==> config.mk <==
export PLATFORM = sky130hd
export DESIGN_NAME = scanline_fetch
export DESIGN_NICKNAME = d
export VERILOG_FILES = /design/src/rtl/sfetch_pkg.sv /design/src/rtl/sfetch_ctrl.sv /design/src/rtl/sfetch_linebuf.sv /design/src/rtl/sfetch_unpack.sv /design/src/rtl/scanline_fetch.sv
export SDC_FILE = /design/constraint.sdc
export NUM_CORES = 2
export LEC_CHECK = 0
export ABC_AREA = 1
export CELL_PAD_IN_SITES_DETAIL_PLACEMENT = 1
export CELL_PAD_IN_SITES_GLOBAL_PLACEMENT = 2
export CORE_MARGIN = 3
export CORE_UTILIZATION = 44
export DETAILED_ROUTE_END_ITERATION = 6
export HOLD_SLACK_MARGIN = 0.08
export PLACE_DENSITY = 0.83
export REMOVE_ABC_BUFFERS = 1
export SLEW_MARGIN = 40
export SYNTH_ARGS = -nofsm -noshare
export SYNTH_HDL_FRONTEND = slang
export SYNTH_SLANG_ARGS = --single-unit
==> constraint.sdc <==
create_clock -name clk -period 5.6 [get_ports clk]
set_clock_uncertainty 0.2 [all_clocks]
set_input_delay 1.68 -clock clk [delete_from_list [all_inputs] [get_ports clk]]
set_output_delay 1.68 -clock clk [all_outputs]
set_load 0.005 [all_outputs]
==> src/rtl/sfetch_pkg.sv <==
package sfetch_pkg;
  typedef enum logic {
    FS_IDLE = 1'b0,
    FS_BUSY = 1'b1
  } fetch_state_e;
endpackage

==> src/rtl/sfetch_ctrl.sv <==
module sfetch_ctrl
  import sfetch_pkg::*;
#(
  parameter int ADDR_W     = 16,
  parameter int CNT_W      = 10,
  parameter int IDX_W      = 7,
  parameter int LINE_BYTES = 80,
  parameter int DISP_W     = 640,
  parameter int DISP_H     = 480,
  parameter int V_TOTAL    = 525
) (
  input  logic              clk,
  input  logic              rst_n,
  input  logic [ADDR_W-1:0] base_addr,
  input  logic [CNT_W-1:0]  hcount,
  input  logic [CNT_W-1:0]  vcount,
  input  logic              sram_gnt,
  output logic              sram_req,
  output logic [ADDR_W-1:0] sram_addr,
  output logic              wr_en,
  output logic              wr_bank,
  output logic [IDX_W-1:0]  wr_idx
);
  localparam logic [CNT_W-1:0] H_TRIG   = CNT_W'(DISP_W);
  localparam logic [CNT_W-1:0] V_LAST   = CNT_W'(V_TOTAL - 1);
  localparam logic [CNT_W-1:0] V_STOP   = CNT_W'(DISP_H - 1);
  localparam logic [IDX_W-1:0] LAST_IDX = IDX_W'(LINE_BYTES - 1);

  fetch_state_e     state_q;
  logic [CNT_W-1:0] line_q;
  logic [IDX_W-1:0] idx_q;
  logic             trig;
  logic [CNT_W-1:0] next_src;
  logic             xfer;

  always_comb begin
    trig = (hcount == H_TRIG) &&
           ((vcount == V_LAST) || (vcount[0] && (vcount < V_STOP)));
    if (vcount == V_LAST) next_src = '0;
    else                  next_src = CNT_W'(vcount + 1'b1) >> 1;
  end

  assign sram_req  = (state_q == FS_BUSY);
  assign xfer      = sram_req && sram_gnt;
  assign sram_addr = base_addr + ADDR_W'(line_q) * ADDR_W'(LINE_BYTES) + ADDR_W'(idx_q);

  always_ff @(posedge clk) begin
    if (!rst_n) begin
      state_q <= FS_IDLE;
      line_q  <= '0;
      idx_q   <= '0;
    end else begin
      case (state_q)
        FS_IDLE: if (trig) begin
          state_q <= FS_BUSY;
          line_q  <= next_src;
          idx_q   <= '0;
        end
        FS_BUSY: if (sram_gnt) begin
          if (idx_q == LAST_IDX) state_q <= FS_IDLE;
          idx_q <= idx_q + 1'b1;
        end
        default: state_q <= FS_IDLE;
      endcase
    end
  end

  always_ff @(posedge clk) begin
    if (!rst_n) begin
      wr_en   <= 1'b0;
      wr_bank <= 1'b0;
      wr_idx  <= '0;
    end else begin
      wr_en   <= xfer;
      wr_bank <= line_q[0];
      wr_idx  <= idx_q;
    end
  end
endmodule

==> src/rtl/sfetch_linebuf.sv <==
module sfetch_linebuf #(
  parameter int WIDTH = 8,
  parameter int IDX_W = 7
) (
  input  logic             clk,
  input  logic             we,
  input  logic             wbank,
  input  logic [IDX_W-1:0] waddr,
  input  logic [WIDTH-1:0] wdata,
  input  logic             rbank,
  input  logic [IDX_W-1:0] raddr,
  output logic [WIDTH-1:0] rdata
);
  localparam int DEPTH = 1 << IDX_W;

  logic [WIDTH-1:0] bank_q [2];

  for (genvar b = 0; b < 2; b++) begin : g_half
    logic [WIDTH-1:0] mem [DEPTH];
    always_ff @(posedge clk) begin
      if (we && (wbank == 1'(b))) mem[waddr] <= wdata;
    end
    assign bank_q[b] = mem[raddr];
  end

  assign rdata = bank_q[rbank];
endmodule

==> src/rtl/sfetch_unpack.sv <==
module sfetch_unpack #(
  parameter int CNT_W  = 10,
  parameter int IDX_W  = 7,
  parameter int BPP    = 2,
  parameter int DISP_W = 640,
  parameter int DISP_H = 480
) (
  input  logic             clk,
  input  logic             rst_n,
  input  logic [CNT_W-1:0] hcount,
  input  logic [CNT_W-1:0] vcount,
  input  logic [7:0]       rd_byte,
  output logic             rd_bank,
  output logic [IDX_W-1:0] rd_idx,
  output logic [BPP-1:0]   pix
);
  localparam int PPB    = 8 / BPP;
  localparam int SLOT_W = $clog2(PPB);

  logic [SLOT_W-1:0] slot;
  logic [3:0]        shamt;
  logic [7:0]        shifted;
  logic              active;

  assign rd_idx  = hcount[1+SLOT_W +: IDX_W];
  assign rd_bank = vcount[1];
  assign slot    = hcount[SLOT_W:1];
  assign active  = (hcount < CNT_W'(DISP_W)) && (vcount < CNT_W'(DISP_H));

  always_comb begin
    shamt   = 4'((PPB - 1 - int'(slot)) * BPP);
    shifted = rd_byte >> shamt;
  end

  always_ff @(posedge clk) begin
    if (!rst_n)      pix <= '0;
    else if (active) pix <= shifted[BPP-1:0];
    else             pix <= '0;
  end
endmodule

==> src/rtl/scanline_fetch.sv <==
module scanline_fetch #(
  parameter int ADDR_W  = 16,
  parameter int CNT_W   = 10,
  parameter int BPP     = 2,
  parameter int DISP_W  = 640,
  parameter int DISP_H  = 480,
  parameter int V_TOTAL = 525
) (
  input  logic              clk,
  input  logic              rst_n,
  input  logic [ADDR_W-1:0] base_addr,
  input  logic [CNT_W-1:0]  hcount,
  input  logic [CNT_W-1:0]  vcount,
  output logic              sram_req,
  output logic [ADDR_W-1:0] sram_addr,
  input  logic              sram_gnt,
  input  logic [7:0]        sram_rdata,
  output logic [BPP-1:0]    pix
);
  localparam int SRC_W      = DISP_W / 2;
  localparam int LINE_BYTES = SRC_W * BPP / 8;
  localparam int IDX_W      = $clog2(LINE_BYTES);

  logic             wr_en;
  logic             wr_bank;
  logic [IDX_W-1:0] wr_idx;
  logic             rd_bank;
  logic [IDX_W-1:0] rd_idx;
  logic [7:0]       rd_byte;

  sfetch_ctrl #(
    .ADDR_W(ADDR_W), .CNT_W(CNT_W), .IDX_W(IDX_W), .LINE_BYTES(LINE_BYTES),
    .DISP_W(DISP_W), .DISP_H(DISP_H), .V_TOTAL(V_TOTAL)
  ) u_ctrl (
    .clk(clk), .rst_n(rst_n), .base_addr(base_addr),
    .hcount(hcount), .vcount(vcount), .sram_gnt(sram_gnt),
    .sram_req(sram_req), .sram_addr(sram_addr),
    .wr_en(wr_en), .wr_bank(wr_bank), .wr_idx(wr_idx)
  );

  sfetch_linebuf #(.WIDTH(8), .IDX_W(IDX_W)) u_buf (
    .clk(clk), .we(wr_en), .wbank(wr_bank), .waddr(wr_idx), .wdata(sram_rdata),
    .rbank(rd_bank), .raddr(rd_idx), .rdata(rd_byte)
  );

  sfetch_unpack #(
    .CNT_W(CNT_W), .IDX_W(IDX_W), .BPP(BPP), .DISP_W(DISP_W), .DISP_H(DISP_H)
  ) u_unpack (
    .clk(clk), .rst_n(rst_n), .hcount(hcount), .vcount(vcount),
    .rd_byte(rd_byte), .rd_bank(rd_bank), .rd_idx(rd_idx), .pix(pix)
  );
endmodule

# Word-level counts from Yosys, hierarchy flattened
# Memory sizes are Yosys's and may differ from the RTL's.
# Index checks and enable logic that the tools add are counted.
dict set report word_totals {
  ff_bits 29
  mem_bits_rw 2048
  input_bits 47
  out_inout_bits 19
  elab_cells 53
  memories 2
}
dict set report classes {
  n_addsub 5
  n_mul 1
  magnitude_cmp 4
  eq_ne 5
  shifts 1
  mux 15
  n_bitwise 3
  reduce_logical 10
}
# name depth word_bits rd rd_clocked_by_memory_dff wr line_no
set memory_table {}
lappend memory_table {{u_buf.g_half[0].mem} 128 8 1 0 1 sfetch_linebuf.sv:19} ;# logic [WIDTH-1:0] mem [DEPTH];
lappend memory_table {{u_buf.g_half[1].mem} 128 8 1 0 1 sfetch_linebuf.sv:19}
# op count
set ops {}
lappend ops {{2-to-1 mux 8 bit} 3}
lappend ops {{equality test 10 bit, second input constant} 2}
lappend ops {{less-than comparator 10 x 9 -> 1 bit, second input constant} 2}
lappend ops {{adder 16 bit} 1}
lappend ops {{adder 16 x 7 -> 16 bit} 1}
lappend ops {{2-to-1 mux 7 bit} 2}
lappend ops {{case mux 7 bit (2 select lines)} 1}
lappend ops {{multiplier 10 x 3 -> 12 bit, second input constant} 1}
lappend ops {{adder 10 x 1 -> 10 bit, second input constant} 1}
lappend ops {{less-than comparator 10 bit, second input constant} 1}
lappend ops {{2-to-1 mux 9 bit} 1}
lappend ops {{right shift 8 x 4 -> 2 bit} 1}
lappend ops {{adder 7 x 1 -> 7 bit, second input constant} 1}
lappend ops {{equality test 7 bit, second input constant} 1}
lappend ops {{2-to-1 mux 1 bit} 7}
lappend ops {{logical AND 1 bit} 6}
lappend ops {{AND reduction 2 bit} 3}
lappend ops {{subtractor 2 x 2 -> 3 bit, first input constant} 1}
lappend ops {{>= comparator 2 bit, second input constant} 1}
lappend ops {{!= test 2 x 1 -> 1 bit, second input constant} 1}
lappend ops {{!= test 2 bit, second input constant} 1}
lappend ops {{NOT 1 bit} 2}
lappend ops {{NOT 1 -> 2 bit} 1}
lappend ops {{case mux 1 bit (2 select lines)} 1}
lappend ops {{logical OR 1 bit} 1}

# Longest topological paths before layout
dict set report logic_depth {
  ltp_word 6
  depth_mapped 18
  depth_no_buf 18
}

# By module
# From an unflattened synthesis, not the netlist that was laid out.
dict set report hier_totals {
  cells_unflattened 7461
  area_unflattened_um2 86452.9
}
# mod instances cells_per_inst area_per_inst_um2 seq_area_each_um2
set by_module_without_submodules {}
lappend by_module_without_submodules {sfetch_linebuf 1 7048 83627.7 61499.0}
lappend by_module_without_submodules {sfetch_ctrl 1 370 2586.2 520.5}
lappend by_module_without_submodules {sfetch_unpack 1 43 239.0 40.0}

# Least setup slack after synthesis
# No wires, ideal clock.
dict set report synth_path {
  path_type {input to output}
  start {in base_addr[1]}
  end {out sram_addr[15]}
  arrival_ns 3.702
  required_ns 3.720
  slack_ns 0.018
  path_stages 12
  n_path_buf 0
  cell_sequence {ha_1 > ha_1 > fa_1 > nand3_1 > nand3_1 > a21oi_1 > o21bai_1 > a21oi_1 > o21ai_0 > nand2_1 > o21ai_0 > xor2_1}
}
dict set report synth_via {
  elab_chain_cells 2
}
# item line_no
set synth_lines {}
lappend synth_lines {{start: declaration} scanline_fetch.sv:11} ;# input logic [ADDR_W-1:0] base_addr,
lappend synth_lines {{adder 16 bit} sfetch_ctrl.sv:45} ;# assign sram_addr = base_addr + ADDR_W'(line_q) * ADDR_W'(LINE_BYTES) + ADDR_W'(idx_q);
lappend synth_lines {{adder 16 x 7 -> 16 bit} sfetch_ctrl.sv:45}
lappend synth_lines {{end: declaration} scanline_fetch.sv:15} ;# output logic [ADDR_W-1:0] sram_addr,
# No other way between the ends.

# Worst setup path in the final report
dict set report layout_path {
  start {reg u_ctrl.line_q[1]}
  end {out sram_addr[14]}
}
dict set report layout_via {
  elab_chain_cells 3
}
# item line_no
set layout_lines {}
lappend layout_lines {{start: declaration} sfetch_ctrl.sv:30} ;# logic [CNT_W-1:0] line_q;
lappend layout_lines {{start signal: assignment} sfetch_ctrl.sv:56} ;# line_q <= next_src;
lappend layout_lines {{multiplier 10 x 3 -> 12 bit} sfetch_ctrl.sv:45}
lappend layout_lines {{adder 16 bit} sfetch_ctrl.sv:45}
lappend layout_lines {{adder 16 x 7 -> 16 bit} sfetch_ctrl.sv:45}
# No other way between the ends.

==> summary.txt <==
Status - complete, but fails checks
Failing checks - negative setup slack
Die height - 450 um
Synth cell types - 39
Post-Syn Area - 86740 um^2
Top cells by count, synth - nand2_1 (2231), edfxtp_1 (2048), nand3_1 (1560), nor2_1 (631), buf_2 (234)
Layout cells sized above 1 - 10.07%
Synthesis Warnings - 0
WP data required - 3.72 ns
Synth area leaders - edfxtp_1 (71%), nand2_1 (9.7%), nand3_1 (9.0%)
Register area share after synthesis - 71.55%
Setup TNS - -1.191 ns
Global-route wire length before repair - 395400 um
CTS Buffer Depth - 3
Area share of the largest cell type after synthesis - 70.90%
Setup CP Type - reg2out
Worst skew pair latency - 0.86 ns
Largest net degree at the start of global routing - 165
Root Buffer Master - clkbuf_16
Largest area contributor in the netlist - edfxtp_1
Num CTS Buffers - 214
Clock slew seen by the registers of the worst setup and hold paths - 0.06 ns
Dpl hpwl - 157000 um
TritonCTS clock tree - done
Total Die Area - 202500 um^2
Routed WL per cell - 25.44 um
Pleak - 0.03437 uW
Via count - 59.33k
Std cell rows - 162
Pwr Total - 32770 uW
CP arrival - 4.01 ns
Top_reg_cell synth - edfxtp_1
Post-Route WL - 265100 um
# clock sinks - 2076
Setup WS pre-CTS - -1.193 ns
Slew Limit Fails - 0
Min Clock Period, post-route - 5.895 ns
Worst rel slew slack - 40.45%
Layout area overhead - 13.07%
RSZ-0062 raised after global routing - yes
Die X - 450 um
Number of DRC markers in iteration 0 - 5694
GPL Wtd Cong - 0.8157
Via/cell ratio - 5.694
Vias in the first global route - 61.25k
Final Net Count - 7708
Power Dens Cells - 334.1 nW/um^2
Worst VDD drop - 0.0002437 V
Fin util - 50.20%
Worst-path fanout max - 4
Core box area - 195400 um^2
Post-synth EDFFs - 2048
Post-synth ARST share - 0%
Hold crit path type - reg2reg
Port Buffers - 65
Initial antenna violation count - 16
CP Capture Type - primary output
Pre-Repair DR Iteration Count - 7
Mapped Cells - 7562
Max Freq - 0.1696 GHz
Worst-Margin Slew - 0.8900 ns
Remaining global-route overflow - 0
Register bit total from synthesis - 2076
Starting density of the core - 44.39%
Global Route Usage Sum - 25.75%
Final setup vio count - 6
Final period utilization - 105.3%
Final hold viol count - 0
Startpoint Class - flop
# Max-Cap Violations - 0
Hold slack - 0.2746 ns
Most common cell in the synthesized netlist - nand2_1
IO Count - 66
Post-route DRC - 0
Synthesized area per cell - 11.47 um^2
Antenna-violating nets left - 0
Fin worst setup slack - -0.2946 ns
CTS H-tree lvls - 4
sequential cells by signal (all words and copies together), names as in the netlist:
| register | count |
|---|---|
| u_ctrl.line_q | 9 |
| u_ctrl.sram_req | 1 |
| u_ctrl.idx_q | 7 |
| u_ctrl.wr_en | 1 |
| u_ctrl.wr_bank | 1 |
| u_ctrl.wr_idx | 7 |
| u_buf.g_half.mem | 2048 |
| u_unpack.pix | 2 |
cells by family (layout without fill, tap and decap cells):
family          count (synthesis)  after routing  synth area share, %
flops                        2076           2076                71.55
compound gates                296            296                1.828
other cells                     0              7                    0
fa+ha+maj                      48             48               0.7357
simple gates                 4524           4524                22.03
xor+xnor                       23             23               0.2322
buf+inv                       595            822                3.628
power breakdown:
part,internal (uW),switching [uW]
logic,519,1500
clock network,7690,6000
registers,17100,0.949
total,25300,7510
path summary, 6_finish.rpt:
kind	from	to	slack (ns)	depth (start not counted)
worst min register to register	u_ctrl.idx_q[6]	u_ctrl.wr_idx[6]	0.27	2
worst max register to register	u_ctrl.wr_idx[1]	u_buf.g_half[1].mem[10][3]	2.11	6
worst max-delay path	u_ctrl.line_q[1]	sram_addr[14]	-0.29	19
worst min-delay path	u_ctrl.idx_q[6]	u_ctrl.wr_idx[6]	0.27	2
critical path, cell delays in order, from the launching register on:
cell and delay [ns]:
dfxtp_2 0.33, ha_4 0.24, ha_4 0.16, fa_2 0.39, nand2_1 0.07, nand2_1 0.07
a21oi_2 0.17, nor2_1 0.06, o21ai_1 0.12, nand2_1 0.09, xnor2_1 0.15, inv_1 0.08
ha_4 0.28, ha_4 0.21, nand2_2 0.06, nor2_1 0.04, a211oi_1 0.21, o21ai_1 0.14
xor2_1 0.15, buf_2 0.13
what timing repair did:
| action | 4_1_cts | 5_1_grt |
|---|---|---|
| endpoints found under the setup margin | 13 | 8 |
| resized for setup | 118 | 19 |
| hold buffers | 0 | 0 |
| buffers inserted | 16 | 7 |
| pin swaps | 52 | 31 |
layout make-up:
| cell class | instances | area (um^2) |
|---|---|---|
| antenna | 7 | 17.52 |
| clock buffer | 265 | 5632 |
| clock inverter | 127 | 968.4 |
| fill | 20386 | 97320 |
| inverter | 110 | 440.4 |
| multi-input combinational | 4891 | 22440 |
| sequential | 2076 | 62060 |
| tap | 2624 | 3283 |
| timing repair buffer | 320 | 3239 |
cells in the final DEF, fill, tap and decap left out, types with 9 or more instances in the layout:
master / count
edfxtp_1: 2048
buf_8: 11
clkbuf_1: 47
xor2_1: 18
ha_1: 22
inv_1: 99
nand3_1: 1555
nor3_1: 53
nor2_2: 102
nor3_2: 32
o21ai_1: 9
nor2_1: 529
clkinv_2: 47
clkbuf_16: 218
clkinv_1: 58
nand2_1: 2215
buf_12: 48
buf_2: 12
ha_4: 18
a21oi_1: 29
nand2_2: 11
o211ai_1: 30
buf_4: 199
dfxtp_1: 25
clkdlybuf4s50_1: 35
o21ai_0: 203
bufinv_16: 13
routing by layer:
layer  share of wire (%)  track usage, %
met1                  43           35.42
met2                  48           42.63
met3                 6.1           3.753
met4                 2.8           7.522
met5               0.020               0
metrics by stage:
stage | area (um^2) | std cells
6_report | 98080 | 10420
3_3_place_gp | 90440 | 10000
4_1_cts | 97680 | 10408
5_1_grt | 98070 | 10416
3_5_place_dp | 90680 | 10001
2_1_floorplan | 84010 | 7077
No activity file was read; power rests on OpenSTA's default activity.
